$ cat config.mk
export PLATFORM = sky130hd
export DESIGN_NAME = amw_monitor
export DESIGN_NICKNAME = d
export VERILOG_FILES = /design/src/rtl/amw_pkg.sv /design/src/rtl/amw_cfg_regs.sv /design/src/rtl/amw_accum.sv /design/src/rtl/amw_window.sv /design/src/rtl/amw_monitor.sv
export SDC_FILE = /design/constraint.sdc
export NUM_CORES = 1
export LEC_CHECK = 0
export BUFFER_PORTS_ARGS = -buffer_cell sky130_fd_sc_hd__buf_2
export CAP_MARGIN = 10
export CORE_UTILIZATION = 50
export DETAILED_ROUTE_END_ITERATION = 8
export MAX_ROUTING_LAYER = met4
export PLACE_DENSITY_LB_ADDON = 0.3
export SYNTH_ARGS = -nofsm -noshare
export SYNTH_HDL_FRONTEND = slang
export SYNTH_SLANG_ARGS = --single-unit
$ cat constraint.sdc
create_clock -name clk -period 6.8 [get_ports clk]
set_clock_uncertainty 0.2 [all_clocks]
set_input_delay 0.68 -clock clk [delete_from_list [all_inputs] [get_ports clk]]
set_output_delay 0.68 -clock clk [all_outputs]
set_load 0.05 [all_outputs]
$ cat src/rtl/amw_pkg.sv
package amw_pkg;

  typedef enum logic [2:0] {
    FLD_DEPTH = 3'd0,
    FLD_MODE  = 3'd1,
    FLD_UPPER = 3'd2,
    FLD_LOWER = 3'd3,
    FLD_ALEN  = 3'd4,
    FLD_OTLIM = 3'd5
  } cfg_field_e;

  localparam int MAX_SHIFT = 4;

  // Depth code to shift amount; codes past the deepest setting saturate.
  function automatic logic [2:0] depth_to_shift(input logic [2:0] code);
    return (code > 3'(MAX_SHIFT)) ? 3'(MAX_SHIFT) : code;
  endfunction

endpackage

$ cat src/rtl/amw_cfg_regs.sv
module amw_cfg_regs
  import amw_pkg::*;
#(
  parameter int NUM_CH = 4,
  parameter int DATA_W = 16,
  parameter int CH_W   = 2
) (
  input  logic                          clk,
  input  logic                          rst,
  input  logic                          we,
  input  logic [CH_W-1:0]               wch,
  input  logic [2:0]                    wfield,
  input  logic [DATA_W-1:0]             wdata,
  output logic [NUM_CH-1:0][2:0]        shift,
  output logic [NUM_CH-1:0]             bipolar,
  output logic [NUM_CH-1:0][DATA_W-1:0] upper,
  output logic [NUM_CH-1:0][DATA_W-1:0] lower,
  output logic [NUM_CH-1:0]             alarm_en,
  output logic [DATA_W-1:0]             ot_limit,
  output logic [NUM_CH-1:0]             depth_clr
);

  for (genvar c = 0; c < NUM_CH; c++) begin : g_ch
    logic sel;
    assign sel          = we && (wch == CH_W'(c));
    assign depth_clr[c] = sel && (wfield == FLD_DEPTH);

    always_ff @(posedge clk) begin
      if (rst) begin
        shift[c]    <= '0;
        bipolar[c]  <= 1'b0;
        upper[c]    <= '1;
        lower[c]    <= '0;
        alarm_en[c] <= 1'b1;
      end else if (sel) begin
        case (wfield)
          FLD_DEPTH: shift[c]    <= depth_to_shift(wdata[2:0]);
          FLD_MODE:  bipolar[c]  <= wdata[0];
          FLD_UPPER: upper[c]    <= wdata;
          FLD_LOWER: lower[c]    <= wdata;
          FLD_ALEN:  alarm_en[c] <= wdata[0];
          default: ;
        endcase
      end
    end
  end

  always_ff @(posedge clk) begin
    if (rst)                             ot_limit <= '1;
    else if (we && wfield == FLD_OTLIM)  ot_limit <= wdata;
  end

endmodule

$ cat src/rtl/amw_accum.sv
module amw_accum #(
  parameter int NUM_CH = 4,
  parameter int DATA_W = 16,
  parameter int CH_W   = 2
) (
  input  logic                   clk,
  input  logic                   rst,
  input  logic                   take,
  input  logic [CH_W-1:0]        ch,
  input  logic [DATA_W-1:0]      data,
  input  logic [NUM_CH-1:0][2:0] shift,
  input  logic [NUM_CH-1:0]      bipolar,
  input  logic [NUM_CH-1:0]      clr,
  output logic                   res_valid,
  output logic [DATA_W-1:0]      res_data
);

  localparam int GUARD = 4;
  localparam int ACC_W = DATA_W + GUARD;
  localparam int CNT_W = GUARD;

  logic [NUM_CH-1:0][ACC_W-1:0] acc_q;
  logic [NUM_CH-1:0][CNT_W-1:0] cnt_q;

  logic             ch_ok;
  logic [ACC_W-1:0] acc_sel, ext, sum, shifted;
  logic [CNT_W-1:0] cnt_sel, last_cnt;
  logic [2:0]       sh_sel;
  logic             bip_sel, clr_sel, hit, is_last;

  assign ch_ok = (32'(ch) < NUM_CH);

  always_comb begin
    acc_sel = '0;
    cnt_sel = '0;
    sh_sel  = '0;
    bip_sel = 1'b0;
    clr_sel = 1'b0;
    if (ch_ok) begin
      acc_sel = acc_q[ch];
      cnt_sel = cnt_q[ch];
      sh_sel  = shift[ch];
      bip_sel = bipolar[ch];
      clr_sel = clr[ch];
    end
  end

  assign ext      = bip_sel ? {{GUARD{data[DATA_W-1]}}, data} : {{GUARD{1'b0}}, data};
  assign sum      = acc_sel + ext;
  assign last_cnt = CNT_W'((5'd1 << sh_sel) - 5'd1);
  assign is_last  = (cnt_sel == last_cnt);
  assign shifted  = bip_sel ? ACC_W'($signed(sum) >>> sh_sel) : (sum >> sh_sel);

  assign hit       = take && ch_ok && !clr_sel;
  assign res_valid = hit && is_last;
  assign res_data  = shifted[DATA_W-1:0];

  for (genvar c = 0; c < NUM_CH; c++) begin : g_acc
    always_ff @(posedge clk) begin
      if (rst || clr[c]) begin
        acc_q[c] <= '0;
        cnt_q[c] <= '0;
      end else if (hit && ch == CH_W'(c)) begin
        if (is_last) begin
          acc_q[c] <= '0;
          cnt_q[c] <= '0;
        end else begin
          acc_q[c] <= sum;
          cnt_q[c] <= cnt_q[c] + 1'b1;
        end
      end
    end
  end

endmodule

$ cat src/rtl/amw_window.sv
module amw_window #(
  parameter int DATA_W = 16
) (
  input  logic [DATA_W-1:0] value,
  input  logic [DATA_W-1:0] upper,
  input  logic [DATA_W-1:0] lower,
  input  logic              bipolar,
  output logic              above,
  output logic              below
);

  always_comb begin
    if (bipolar) begin
      above = $signed(value) > $signed(upper);
      below = $signed(value) < $signed(lower);
    end else begin
      above = value > upper;
      below = value < lower;
    end
  end

endmodule

$ cat src/rtl/amw_monitor.sv
module amw_monitor
  import amw_pkg::*;
#(
  parameter int NUM_CH  = 4,
  parameter int DATA_W  = 16,
  parameter int TEMP_CH = 0,
  localparam int CH_W   = (NUM_CH > 1) ? $clog2(NUM_CH) : 1
) (
  input  logic              clk,
  input  logic              rst,
  input  logic              in_valid,
  output logic              in_ready,
  input  logic [CH_W-1:0]   in_ch,
  input  logic [DATA_W-1:0] in_data,
  output logic              out_valid,
  input  logic              out_ready,
  output logic [CH_W-1:0]   out_ch,
  output logic [DATA_W-1:0] out_data,
  input  logic              cfg_we,
  input  logic [CH_W-1:0]   cfg_ch,
  input  logic [2:0]        cfg_field,
  input  logic [DATA_W-1:0] cfg_wdata,
  output logic [NUM_CH-1:0] alarm,
  output logic              alarm_any,
  output logic              ot_shutdown
);

  logic [NUM_CH-1:0][2:0]        shift;
  logic [NUM_CH-1:0]             bipolar;
  logic [NUM_CH-1:0][DATA_W-1:0] upper;
  logic [NUM_CH-1:0][DATA_W-1:0] lower;
  logic [NUM_CH-1:0]             alarm_en;
  logic [DATA_W-1:0]             ot_limit;
  logic [NUM_CH-1:0]             depth_clr;

  logic              take, res_valid;
  logic [DATA_W-1:0] res_data;
  logic [DATA_W-1:0] up_sel, lo_sel;
  logic              bip_sel;
  logic              win_above, win_below, ot_above, ot_unused;

  logic              out_valid_q;
  logic [CH_W-1:0]   out_ch_q;
  logic [DATA_W-1:0] out_data_q;
  logic [NUM_CH-1:0] flag_q;
  logic              ot_q;

  assign in_ready = !out_valid_q || out_ready;
  assign take     = in_valid && in_ready;

  amw_cfg_regs #(.NUM_CH(NUM_CH), .DATA_W(DATA_W), .CH_W(CH_W)) u_cfg (
    .clk, .rst,
    .we(cfg_we), .wch(cfg_ch), .wfield(cfg_field), .wdata(cfg_wdata),
    .shift, .bipolar, .upper, .lower, .alarm_en, .ot_limit, .depth_clr
  );

  amw_accum #(.NUM_CH(NUM_CH), .DATA_W(DATA_W), .CH_W(CH_W)) u_acc (
    .clk, .rst, .take, .ch(in_ch), .data(in_data),
    .shift, .bipolar, .clr(depth_clr),
    .res_valid, .res_data
  );

  // res_valid implies an in-range channel, so the selects are safe when used.
  always_comb begin
    up_sel  = '0;
    lo_sel  = '0;
    bip_sel = 1'b0;
    if (32'(in_ch) < NUM_CH) begin
      up_sel  = upper[in_ch];
      lo_sel  = lower[in_ch];
      bip_sel = bipolar[in_ch];
    end
  end

  amw_window #(.DATA_W(DATA_W)) u_win (
    .value(res_data), .upper(up_sel), .lower(lo_sel), .bipolar(bip_sel),
    .above(win_above), .below(win_below)
  );

  // Shutdown compare: only the upper side matters; lower tied to the value
  // itself so the lower side can never fire.
  amw_window #(.DATA_W(DATA_W)) u_ot (
    .value(res_data), .upper(ot_limit), .lower(res_data), .bipolar(bip_sel),
    .above(ot_above), .below(ot_unused)
  );

  always_ff @(posedge clk) begin
    if (rst) begin
      out_valid_q <= 1'b0;
      out_ch_q    <= '0;
      out_data_q  <= '0;
      ot_q        <= 1'b0;
    end else begin
      if (res_valid) begin
        out_valid_q <= 1'b1;
        out_ch_q    <= in_ch;
        out_data_q  <= res_data;
        if (in_ch == CH_W'(TEMP_CH) && ot_above) ot_q <= 1'b1;
      end else if (out_ready) begin
        out_valid_q <= 1'b0;
      end
    end
  end

  for (genvar c = 0; c < NUM_CH; c++) begin : g_flag
    always_ff @(posedge clk) begin
      if (rst)                                  flag_q[c] <= 1'b0;
      else if (res_valid && in_ch == CH_W'(c))  flag_q[c] <= win_above || win_below;
    end
  end

  assign out_valid   = out_valid_q;
  assign out_ch      = out_ch_q;
  assign out_data    = out_data_q;
  assign alarm       = flag_q & alarm_en;
  assign alarm_any   = |alarm;
  assign ot_shutdown = ot_q;

endmodule

# After elaboration in Yosys (flattened, before gate mapping)
# Index checks and enable logic that the tools add are counted.
# word_totals
mem_count	0
reg_bits	284
latch_bits	0
ram_bits	0
romBits	0
word_cells	149
# op_classes
eq_ne	12
div	0
n_mul	0
n_bitwise	1
add_sub_neg	6
shift	3
n_reduce_logical	55
mux	27
magnitude_cmp	8
# op_table
cell	count
16-bit binary-select mux with 2-bit select	2
16-bit > comparator	4
20-bit 2-to-1 mux	3
16-bit 2-to-1 mux	3
2-bit AND reduction	21
20-bit binary-select mux with 2-bit select	1
16-bit less-than comparator	2
1-bit logical AND	21
20-bit adder	1
4-bit 2-to-1 mux	5
20-bit by 3-bit right shift with 16-bit output	1
20-bit by 3-bit >>> shifter with 16-bit output	1
4-bit by 1-bit adder with 4-bit output (second input constant)	4
4-bit binary-select mux with 2-bit select	1
2-bit == test (second input constant)	4
1-bit 2-to-1 mux	7
3-bit binary-select mux with 2-bit select	1
3-bit by 2-bit == test with 1-bit output (second input constant)	2
3-bit == test (second input constant)	2
1-bit logical OR	6
3-bit 2-to-1 mux	2
4-bit bitwise AND	1
1-bit binary-select mux with 2-bit select	2
2-bit by 1-bit == test with 1-bit output (second input constant)	2
other kinds (11)	13

# Depth between registers and ports, before layout
# Gate-level depths: netlist of the first run.
# depth
depth_word	10
mapped_depth	27
ltp_nobuf	23

# Hierarchy
# Synthesis of the first run repeated with hierarchy kept, for this count alone.
# unflattened
hier_cells	1778
area_unflattened_um2	16065.4
# by_module_without_submodules
module	area_per_inst_um2	cells_per_inst	instances
amw_cfg_regs	6366.1	654	1
amw_accum	6284.8	775	1
amw_monitor	1745.4	131	1
amw_window	834.6	109	2

# Least setup slack after synthesis of the first run
# Ideal clock, no wire load.
# synth_path
path_type	in2reg
startpoint	in in_ch[0]
endpoint	reg flag_q[1]
setup_time_ps	139
t_arrival_ps	6600
slack_ps	-140
path_stages	24
path_cell_list	buf_6 buf_2 clkbuf_1 buf_1 mux4_2 ha_1 inv_1 fa_1 nand2b_1 a211o_1 a211oi_1 a31oi_1 xor2_1 mux4_2 mux2i_1 ha_1 o211a_1 a2111oi_0 a21oi_1 o31a_1 o22ai_1 nand2_1 a41oi_1 a311oi_1
# synth_via
elab_chain_cells	9
elab_cells_between_ends	34
# synth_lines
item	line	text
from (decl)	amw_monitor.sv:13	input logic [CH_W-1:0] in_ch,
1-bit binary-select mux with 2-bit select	amw_accum.sv:43	bip_sel = bipolar[ch];
1-bit 2-to-1 mux (not written as such)	amw_accum.sv:43	
20-bit 2-to-1 mux	amw_accum.sv:48	assign ext = bip_sel ? {{GUARD{data[DATA_W-1]}}, data} : {{GUARD{1'b0}}, data};
20-bit adder	amw_accum.sv:49	assign sum = acc_sel + ext;
20-bit by 3-bit right shift with 16-bit output / 20-bit by 3-bit >>> shifter with 16-bit output (equally long branches)	amw_accum.sv:52	assign shifted = bip_sel ? ACC_W'($signed(sum) >>> sh_sel) : (sum >> sh_sel);
16-bit 2-to-1 mux *	amw_accum.sv:52	
net res_data[5]	amw_monitor.sv:37	logic [DATA_W-1:0] res_data;
16-bit > comparator (tied with other cells)	amw_window.sv:17	above = value > upper;
1-bit 2-to-1 mux	amw_window.sv:13	if (bipolar) begin
1-bit logical OR *	amw_monitor.sv:108	else if (res_valid && in_ch == CH_W'(c)) flag_q[c] <= win_above || win_below;
to (signal, indexed assignment)	amw_monitor.sv:108	
to (decl)	amw_monitor.sv:45	logic [NUM_CH-1:0] flag_q;
# Mark *: on every way through the listed nets, which the timed path passes. The rest lies on a longest branch. The select of a mux whose other input is x is not followed.
# A chain may end at the register's enable or synchronous reset.

# Worst setup path after layout of the first run
# layout_path
startpoint	in in_ch[0]
endpoint	reg flag_q[2]
# Same word-level chain as after synthesis.

==> results of run 1 <==
[layout make-up]
cell class	count	share of cell area (%)
well taps	390	2.94
repair buffers	101	3.57
clock inverters	7	0.595
inverters	54	1.22
clock buffers	43	5.11
multi-input cells	1392	52.4
flip-flops and latches	284	34.2
[worst paths after layout]
kind	end	slack [ps]	start	cells past startpoint
worst max-delay path	flag_q[2]	860	in_ch[0]	23
worst min-delay path	u_cfg.lower[30]	250	u_cfg.lower[30]	2
worst max register to register	flag_q[2]	960	u_acc.acc_q[20]	21
worst min register to register	u_cfg.lower[30]	250	u_cfg.lower[30]	2
[layout by cell type (no fill, tap or decap), types with 30 or more instances in the layout]
cell type / netlist / routed
a21oi_1: 208 / 208
buf_2: 9 / 66
buf_4: 3 / 35
clkbuf_16: 0 / 30
dfxtp_1: 284 / 284
ha_1: 71 / 71
inv_1: 53 / 52
mux4_2: 61 / 61
nand2_1: 503 / 503
nand3_1: 110 / 110
nor2_1: 112 / 112
[state kept, by name (all words and copies together) (netlist names)]
| signal | cells |
|---|---|
| flag_q | 4 |
| ot_shutdown | 1 |
| out_ch | 2 |
| out_data | 16 |
| out_valid | 1 |
| u_acc.acc_q | 80 |
| u_acc.cnt_q | 16 |
| u_cfg.alarm_en | 4 |
| u_cfg.bipolar | 4 |
| u_cfg.lower | 64 |
| u_cfg.ot_limit | 16 |
| u_cfg.shift | 12 |
| u_cfg.upper | 64 |
[report_power, final]
group	switching [uW]	internal (uW)	leakage (uW)
Sequential	13.7	1690	0.00230
Combinational	304	130	0.00385
Clock	672	934	0.000462
Total	990	2750	0.00661
[worst register-to-register path: stages (launching register included)]
cell and delay, ps:
dfxtp_1 340, mux4_2 240, ha_1 190, inv_1 70, fa_1 400, nand2b_1 200
a211o_1 370, a211oi_1 340, a31oi_1 190, xor2_1 180, mux4_2 550, o21ai_0 500
ha_1 350, a21o_1 160, a21o_1 170, a21oi_1 150, o22ai_1 100, o31a_1 240
o22ai_1 140, nand2_1 80, a41oi_1 340, a311oi_1 150
[per-layer routing]
layer  share of wire (%)  up-vias  track usage, %  wire (um)
met1                  44     6533            40.5      19700
met5                   0        -               -          0
met3                 7.4      101            4.00       3300
met2                  45      540            46.3      20200
met4                 3.4        0            9.49       1500
li1                    -     6426               -          -
[metrics by stage]
| stage | cell area, um2 | worst slack (ps) | instances |
|---|---|---|---|
| global placement | 15700 | 433 | 2221 |
| detailed placement | 15700 | 334 | 2221 |
| CTS | 16600 | 928 | 2271 |
| finish | 16600 | 863 | 2271 |
| floorplan | 15100 | 138 | 1861 |
| global route | 16600 | 555 | 2271 |
[cell families after synthesis]
| logic type | count (synthesis) |
|---|---|
| DFF | 284 |
| muxes | 100 |
| xor gates and xnor gates | 25 |
| buffers and inverters | 185 |
| AOI/OAI and AO/OA | 351 |
| adders and majority gates | 72 |
| and+or+nand+nor | 844 |
==> impl_metrics.tcl, run 1 <==
set metrics [dict create \
    slew_viol_final 0 \
    path_cells "buf_4 -> buf_4 -> mux4_2 -> ha_1 -> a21oi_1 -> o211ai_1 -> o211ai_1 -> nand3_1 -> o31ai_2 -> xnor2_1 -> mux4_2 -> nand2_1 -> o21ai_0 -> ha_1 -> a21o_1 -> a21o_1 -> a21oi_1 -> o22ai_1 -> o31a_1 -> o22ai_1 -> nand2_1 -> a41oi_1 -> a311oi_1" \
    synthSimpleGateAreaFrac_pct 24.0 \
    synth_flop_cell "dfxtp_1" \
    crit_path_max_fanout 11 \
    vias 13600 \
    cts_buffer_depth 3 \
    ant_nets 0 \
    multi_input_area_um2 8710 \
    max_slew_margin_pct 24.4 \
    netlist.area_leader.share_pct 37.7 \
    cp.required_ps 7000 \
    p_per_area_nw_per_um2 225 \
    yosys-top-cells-area "dfxtp_1 (38%), nand2_1 (13%), mux4_2 (9.1%), a21oi_1 (6.9%), ha_1 (5.9%)" \
    p_leak_uw 0.00661 \
    synth_area_leader_cell "dfxtp_1" \
    synth_xor_area_share_pct 1.50 \
    yosysSeqAreaShare_pct 37.7 \
    synth_top_family_by_area "simple AND/OR/NAND/NOR gates" \
    synthToLayoutAreaGrowth_pct 10.1 \
    fin_crit_sh_pct 87.3 \
    grt_max_degree 83 \
    synth_most_common_cell "nand2_1" \
    period_needed_ps 5940 \
    start_kind "primary input" \
    cts_resized 0 \
    cts_root_buffer "clkbuf_16" \
    synth-edff-count 0 \
    die-area_um2 30900 \
    clk-insertion-delay-late_ps 570 \
    antenna_found_initial 0 \
    cts_setup_buffers 0 \
    setup-violations-final 0 \
    syn_inst 1861 \
    die_h_um 176 \
    nets 1979 \
    io_buffers 69 \
    fp.dieW_um 176 \
    holdCritPathClass "reg2reg" \
    critPathArrivalTime_ps 6130 \
    cts_num_sinks 284 \
    fin_tns_setup_ps 0 \
    n_antenna_cell 0 \
    hold_viol 0 \
    status "finished, final reports clean" \
    yosys-top-cells-count "nand2_1 (503), dfxtp_1 (284), a21oi_1 (208), nor2_1 (112), nand3_1 (110)" \
    n_fill_cell 2764 \
    cap_violations 0 \
    layout-drive-gt1-share_pct 13.2 \
    crit_slowest_cell "mux4_2" \
    synth_compound_area_share_pct 14.2 \
    grt_pass1_wl_mm 71.0 \
    holdWs_ps 252 \
    p_total_uw 3740 \
    yosysWarnings 0 \
    cts_tree "yes" \
    num_rows 63 \
    crit_type "in2reg" \
    critPathMaxStageDelay_ps 540 \
    utilization_pct 56.1 \
    dpl.hpwl_mm 31.0 \
    cts_max_level 1 \
    globalplace.congestion 0.990 \
    grt_usage_pct 29.9 \
    start_util_pct 50.9 \
    cts_made_buffers 30 \
    synth_mux_area_share_pct 11.8 \
    io_pins 70 \
    crit_family "compound AO/OA/AOI/OAI gates" \
    ir_worst_vdd_mv 0.211 \
    register_area_um2 5690 \
    grt_pass1_vias 13100 \
    synth.ff_latch_count 284 \
    synthesis.nets 1977 \
    async_flop_share_pct 0 \
    syn_avg_cell_area_um2 8.11 \
    routedWlPerCell_um 19.7 \
    yosysUniqueCellTypes 79 \
    max_freq_ghz 0.168 \
    postCtsHoldBufs 0 \
    drt_iter0_drc 1314 \
    rsz0062_at_grt "no" \
    drc 0 \
    wirelength_mm 44.7 \
    grt_overflow 0 \
    synth_area_um2 15100 \
    routed_via_density 5.99 \
    clkSlewWorstSetupHoldPaths_ps 60 \
    critical_path_buf_inv_count 2 \
    coreArea_um2 29600 \
    worst-slew-pin-transition_ps 1130 \
    firstDrtPassIters 7 \
    synth_fa_ha_area_share_pct 6.02 \
    critPathCaptureType "flop" \
]
No activity file was read; power rests on OpenSTA's default activity.
==> run 2, diff against run 1 <==
--- a/config.mk
+++ b/config.mk
@@ -7,7 +7,7 @@
 export LEC_CHECK = 0
 export BUFFER_PORTS_ARGS = -buffer_cell sky130_fd_sc_hd__buf_2
 export CAP_MARGIN = 10
-export CORE_UTILIZATION = 50
+export CORE_UTILIZATION = 55
 export DETAILED_ROUTE_END_ITERATION = 8
 export MAX_ROUTING_LAYER = met4
 export PLACE_DENSITY_LB_ADDON = 0.3
==> run 2 against run 1 <==
Against the previous run: sequential share of layout area up 0.14 points; maximum frequency fell by 2.9%; cell count fell by 2.2%; sequential power hardly changed; critical path type unchanged; critical endpoint unchanged; largest power group unchanged; highest routed layer unchanged.
==> impl_metrics.tcl, run 2 (synthesized netlist as in run 1, its figures left out) <==
set metrics [dict create \
    fin_crit_sh_pct 89.9 \
    holdCritPathClass "in2reg" \
    layout-drive-gt1-share_pct 13.2 \
    die-area_um2 28100 \
    io_buffers 69 \
    worst_hold_startpoint "out_ready" \
    hold_viol 0 \
    clk-insertion-delay-late_ps 580 \
    largest_reg_flops 80 \
    utilization_pct 61.4 \
    firstDrtPassIters 6 \
    max_freq_ghz 0.164 \
    dpl.hpwl_mm 31.1 \
    nets 1976 \
    grt_pass1_vias 13200 \
    vias 13700 \
    setup-violations-final 0 \
    dpl_worst_slack_ps 144 \
    p_per_area_nw_per_um2 226 \
    cts_tree "yes" \
    cts_made_buffers 30 \
    critPathArrivalTime_ps 6320 \
    antenna_found_initial 2 \
    cts_max_level 1 \
    globalplace.congestion 0.989 \
    drt_iter0_drc 1557 \
    clkSlewWorstSetupHoldPaths_ps 60 \
    crit_type "in2reg" \
    worst_slack_ps 687 \
    routedWlPerCell_um 20.3 \
    top_register "u_acc.acc_q" \
    coreArea_um2 27000 \
    period_needed_ps 6110 \
    routed_via_density 6.15 \
    cp.required_ps 7010 \
    cts_num_sinks 284 \
    num_rows 60 \
    cts_resized 0 \
    final_common_cell "nand2_1" \
    reg.largest.list "u_acc.acc_q: 80 flops, u_cfg.lower: 64 flops, u_cfg.upper: 64 flops" \
    die_h_um 168 \
    cts_buffer_depth 3 \
    crit_path_max_fanout 16 \
    drc 0 \
    ir_worst_vdd_mv 0.201 \
    path_cells "buf_4 -> mux4_2 -> ha_1 -> o21ai_0 -> nor2_1 -> o31ai_2 -> nand3_1 -> o31ai_2 -> xnor2_1 -> mux4_2 -> nand2_1 -> o21ai_0 -> ha_1 -> a21o_1 -> a21o_1 -> a21oi_1 -> o22ai_1 -> o31a_1 -> o22ai_1 -> nand2_1 -> a41oi_1 -> a311oi_1" \
    layout_common_cells "nand2_1 (503), dfxtp_1 (284), a21oi_1 (208)" \
    r2r-start "u_acc.acc_q[40]" \
    critical_path_buf_inv_count 1 \
    grt_max_degree 95 \
    crit_slowest_cell "mux4_2" \
    rsz0062_at_grt "no" \
    start_kind "primary input" \
    ant_nets 0 \
    status "finished, final reports clean" \
    critPathMaxStageDelay_ps 550 \
    cts_root_buffer "clkbuf_16" \
    reg2reg_slack_ps 860 \
    crit_family "compound AO/OA/AOI/OAI gates" \
    start_util_pct 56.0 \
    grt_usage_pct 33.1 \
    critPathLaunch "in_ch[0]" \
    synthToLayoutAreaGrowth_pct 9.64 \
    io_pins 70 \
    p_leak_uw 0.00660 \
    wirelength_mm 45.0 \
    max_slew_margin_pct 18.5 \
    slew_viol_final 0 \
    grt_overflow 0 \
    critPathCaptureType "flop" \
    grt_pass1_wl_mm 71.4 \
    postCtsHoldBufs 0 \
    cts_setup_buffers 0 \
    fin_tns_setup_ps 0 \
    fp.dieW_um 168 \
    worst-slew-pin-transition_ps 1220 \
    cap_violations 0 \
]
run 2: cell type report:
cell class	count	area, um2
clock buffers	41	852
inverters	54	203
well taps	341	427
diodes	2	5.00
flip-flops and latches	284	5690
multi-input cells	1392	8710
clock inverters	9	105
fillers	2339	10400
repair buffers	98	571
run 2: stage by stage:
stage	cells	total power, uW	area, um2	hold WS [ps]
floorplan	1861	2040	15100	231
detailed placement	2169	2160	15600	245
global placement	2169	2160	15600	238
CTS	2219	3750	16500	235
global route	2221	3850	16600	257
finish	2221	3740	16600	236
run 2: tightest hold or removal path, cell delays in order:
cell and delay [ps]:
buf_2 70, nand2b_1 140, a21oi_1 70
run 2: power by group:
group / internal [uW] / switching [uW] / leakage, uW
clock: 912 / 688 / 0.000469
sequential: 1690 / 14.5 / 0.00230
combinational: 130 / 303 / 0.00384
run 2: layer usage:
metal | track usage, % | vias to the layer above | part of all wire [%]
met4 | 12.0 | 0 | 3.5
met2 | 49.8 | 640 | 45
met3 | 5.51 | 124 | 8.5
li1 | - | 6427 | -
met5 | - | - | 0
met1 | 44.7 | 6474 | 43
run 2: final timing paths:
path	endpoint	depth (start not counted)
setup / recovery	flag_q[2]	22
hold / removal	out_valid	3
setup reg to reg	flag_q[2]	20
hold reg to reg	out_ch[1]	2
==> run 3, diff against run 2 <==
--- a/config.mk
+++ b/config.mk
@@ -5,6 +5,7 @@
 export SDC_FILE = /design/constraint.sdc
 export NUM_CORES = 1
 export LEC_CHECK = 0
+export ABC_AREA = 1
 export BUFFER_PORTS_ARGS = -buffer_cell sky130_fd_sc_hd__buf_2
 export CAP_MARGIN = 10
 export CORE_UTILIZATION = 55
==> run 3 against run 2 <==
Against the previous run: cell count rose by 6.4%; worst setup slack better by 150 ps; sequential power grew 3%; area after synthesis down 6.0%; core utilization grew 0.88 points; maximum frequency increased by 2.5%; via count grew 3.1%; synthesized cell count grew 7.1%; final area is 5.0% lower; register-to-register slack better by 310 ps; first-iteration DRC count increased by 5.6%.
==> impl_metrics.tcl, run 3 <==
set metrics [dict create \
    crit_type "in2reg" \
    period_needed_ps 5960 \
    top_register "u_acc.acc_q" \
    largest_reg_flops 80 \
    cts_tree "yes" \
    cap_violations 0 \
    grt_usage_pct 33.8 \
    clk-insertion-delay-late_ps 570 \
    wirelength_mm 43.3 \
    status "finished, final reports clean" \
    seqPwrFrac_pct 42.7 \
    clkPwrFrac_pct 38.8 \
    max_slew_margin_pct 38.8 \
    drc 0 \
    synthToLayoutAreaGrowth_pct 10.8 \
    fp.dieW_um 163 \
    cts_max_level 1 \
    yosysUniqueCellTypes 50 \
    endpoint "flag_q[2]" \
    async_flop_share_pct 0 \
    yosysWarnings 0 \
    die-area_um2 26500 \
    critical_path_buf_inv_count 8 \
    grt_pass1_wl_mm 68.6 \
    design_area_um2 15700 \
    grt_max_degree 102 \
    cts_made_buffers 30 \
    reg2reg_to "flag_q[2]" \
    layout_common_cells "nand2_1 (391), dfxtp_1 (284), nor2_1 (254)" \
    num_rows 58 \
    pwr-share-comb_pct 18.6 \
    netlist.area_leader.share_pct 40.1 \
    reg2reg_slack_ps 1170 \
    firstDrtPassIters 6 \
    post_dp_cell_area_um2 14800 \
    crit_slowest_cell "a2111oi_0" \
    drt_iter0_drc 1644 \
    io_pins 70 \
    cts_resized 0 \
    ir_worst_vdd_mv 0.209 \
    grt_overflow 0 \
    start_kind "primary input" \
    cts_root_buffer "clkbuf_16" \
    synthesis.nets 2109 \
    crit_family "simple AND/OR/NAND/NOR gates" \
    synth_most_common_cell "nand2_1" \
    ff2ff_path_depth 29 \
    clkSlewWorstSetupHoldPaths_ps 60 \
    hold_viol 0 \
    critPathMaxStageDelay_ps 440 \
    fin_tns_setup_ps 0 \
    p_leak_uw 0.00738 \
    synth_flop_cell "dfxtp_1" \
    synth.ff_latch_count 284 \
    start_util_pct 56.2 \
    cp.required_ps 7050 \
    p_int_uw 2870 \
    globalplace.congestion 0.952 \
    layout-drive-gt1-share_pct 8.56 \
    coreArea_um2 25300 \
    p_total_uw 4110 \
    holdCritPathClass "in2reg" \
    max_freq_ghz 0.168 \
    nets 2131 \
    synth-edff-count 0 \
    worst_hold_startpoint "in_ch[1]" \
    crit_path_max_fanout 16 \
    sw_frac_of_total_pct 30.2 \
    ant_nets 0 \
    die_h_um 163 \
    critPathLaunch "in_ch[1]" \
    rsz0062_at_grt "no" \
    routedWlPerCell_um 18.3 \
    yosys-top-cells-area "dfxtp_1 (40%), nand2_1 (10%), o21ai_0 (7.5%), nor2_1 (6.9%), ha_1 (6.3%)" \
    critPathArrivalTime_ps 6210 \
    vias 14100 \
    final_common_cell "nand2_1" \
    dpl.hpwl_mm 29.5 \
    grt_pass1_vias 12900 \
    cts_num_sinks 284 \
    yosysSeqAreaShare_pct 40.1 \
    slew_viol_final 0 \
    switchingPower_uw 1240 \
    cts_setup_buffers 0 \
    worst-slew-pin-transition_ps 915 \
    synth_area_um2 14200 \
    r2r-start "u_acc.acc_q[1]" \
    routed_via_density 5.96 \
    syn_inst 1993 \
    cts_buffer_depth 3 \
    utilization_pct 62.3 \
    synth_area_leader_cell "dfxtp_1" \
    syn_avg_cell_area_um2 7.12 \
    critPathMostFrequentCell "nand2_1" \
    setup-violations-final 0 \
    postCtsHoldBufs 0 \
    reg.largest.list "u_acc.acc_q: 80 flops, u_cfg.lower: 64 flops, u_cfg.upper: 64 flops" \
    yosys-top-cells-count "nand2_1 (391), dfxtp_1 (284), nor2_1 (260), o21ai_0 (214), a21oi_1 (149)" \
    worst-path-stages 33 \
    fin_crit_sh_pct 87.7 \
    antenna_found_initial 1 \
    critPathCaptureType "flop" \
    p_per_area_nw_per_um2 262 \
    io_buffers 69 \
]
-- run 3: how the worst min path moves through the flow --
stage | endpoint | slack [ps] | cells after the start
6_report | out_ch[1] | 250 | 3
5_1_grt | out_valid | 260 | 4
4_1_cts | out_ch[1] | 230 | 3
3_5_place_dp | u_cfg.upper[54] | 240 | 2
3_3_place_gp | u_cfg.upper[51] | 230 | 2
2_1_floorplan | u_cfg.upper[50] | 220 | 2
-- run 3: per-layer routing --
layer  GRT usage, %  vias up  wire (um)
li1               -     6788          -
met1           47.1     6541      19300
met2           49.8      680      18700
met3           6.98       74       4620
met4           8.24        0        739
met5              -        -          0
-- run 3: layout make-up --
| cell class | count | area (um2) |
|---|---|---|
| Clock inverter | 7 | 100 |
| Sequential cell | 284 | 5690 |
| Multi-Input combinational cell | 1447 | 7520 |
| Clock buffer | 42 | 846 |
| Inverter | 149 | 562 |
| Fill cell | 2283 | 9520 |
| Tap cell | 330 | 413 |
| Antenna cell | 1 | 2.50 |
| Timing Repair Buffer | 103 | 604 |
-- run 3: logic make-up (layout without fill, tap and decap cells) --
logic type,after synthesis,count (layout),synth area share [%]
AND/OR/NAND/NOR,839,839,24.3
AO/OA/AOI/OAI,511,511,20.6
flip-flops,284,284,40.1
buffers and inverters,262,301,7.07
adder cells (fa/ha/maj),72,72,6.40
XOR/XNOR,24,24,1.48
multiplexers,1,1,0.0705
other,0,1,0
-- run 3: stage by stage --
stage          worst slack [ps]  hold WS [ps]  std cells
2_1_floorplan              1080           224       1993
3_3_place_gp                400           232       2312
3_5_place_dp                488           237       2312
4_1_cts                     984           235       2361
5_1_grt                     347           260       2363
6_report                    837           247       2363
-- run 3: worst register-to-register path: cells and delay by family (launching register included) --
kind                       cells  cell delay, ps
buffers and inverters          3             170
DFF                            1             310
AOI/OAI and AO/OA              9            2260
and+or+nand+nor               13            1420
adders and majority gates      2             660
xor gates and xnor gates       2             530
-- run 3: power groups by stage --
| stage | Combinational (uW) | Clock, uW | Sequential, uW |
|---|---|---|---|
| final | 764 | 1600 | 1750 |
| after floorplan | 465 | 0 | 1840 |
| after global routing | 839 | 1680 | 1760 |
| after CTS | 748 | 1610 | 1750 |
| after global placement | 730 | 0 | 1790 |
| after detailed placement | 742 | 0 | 1790 |
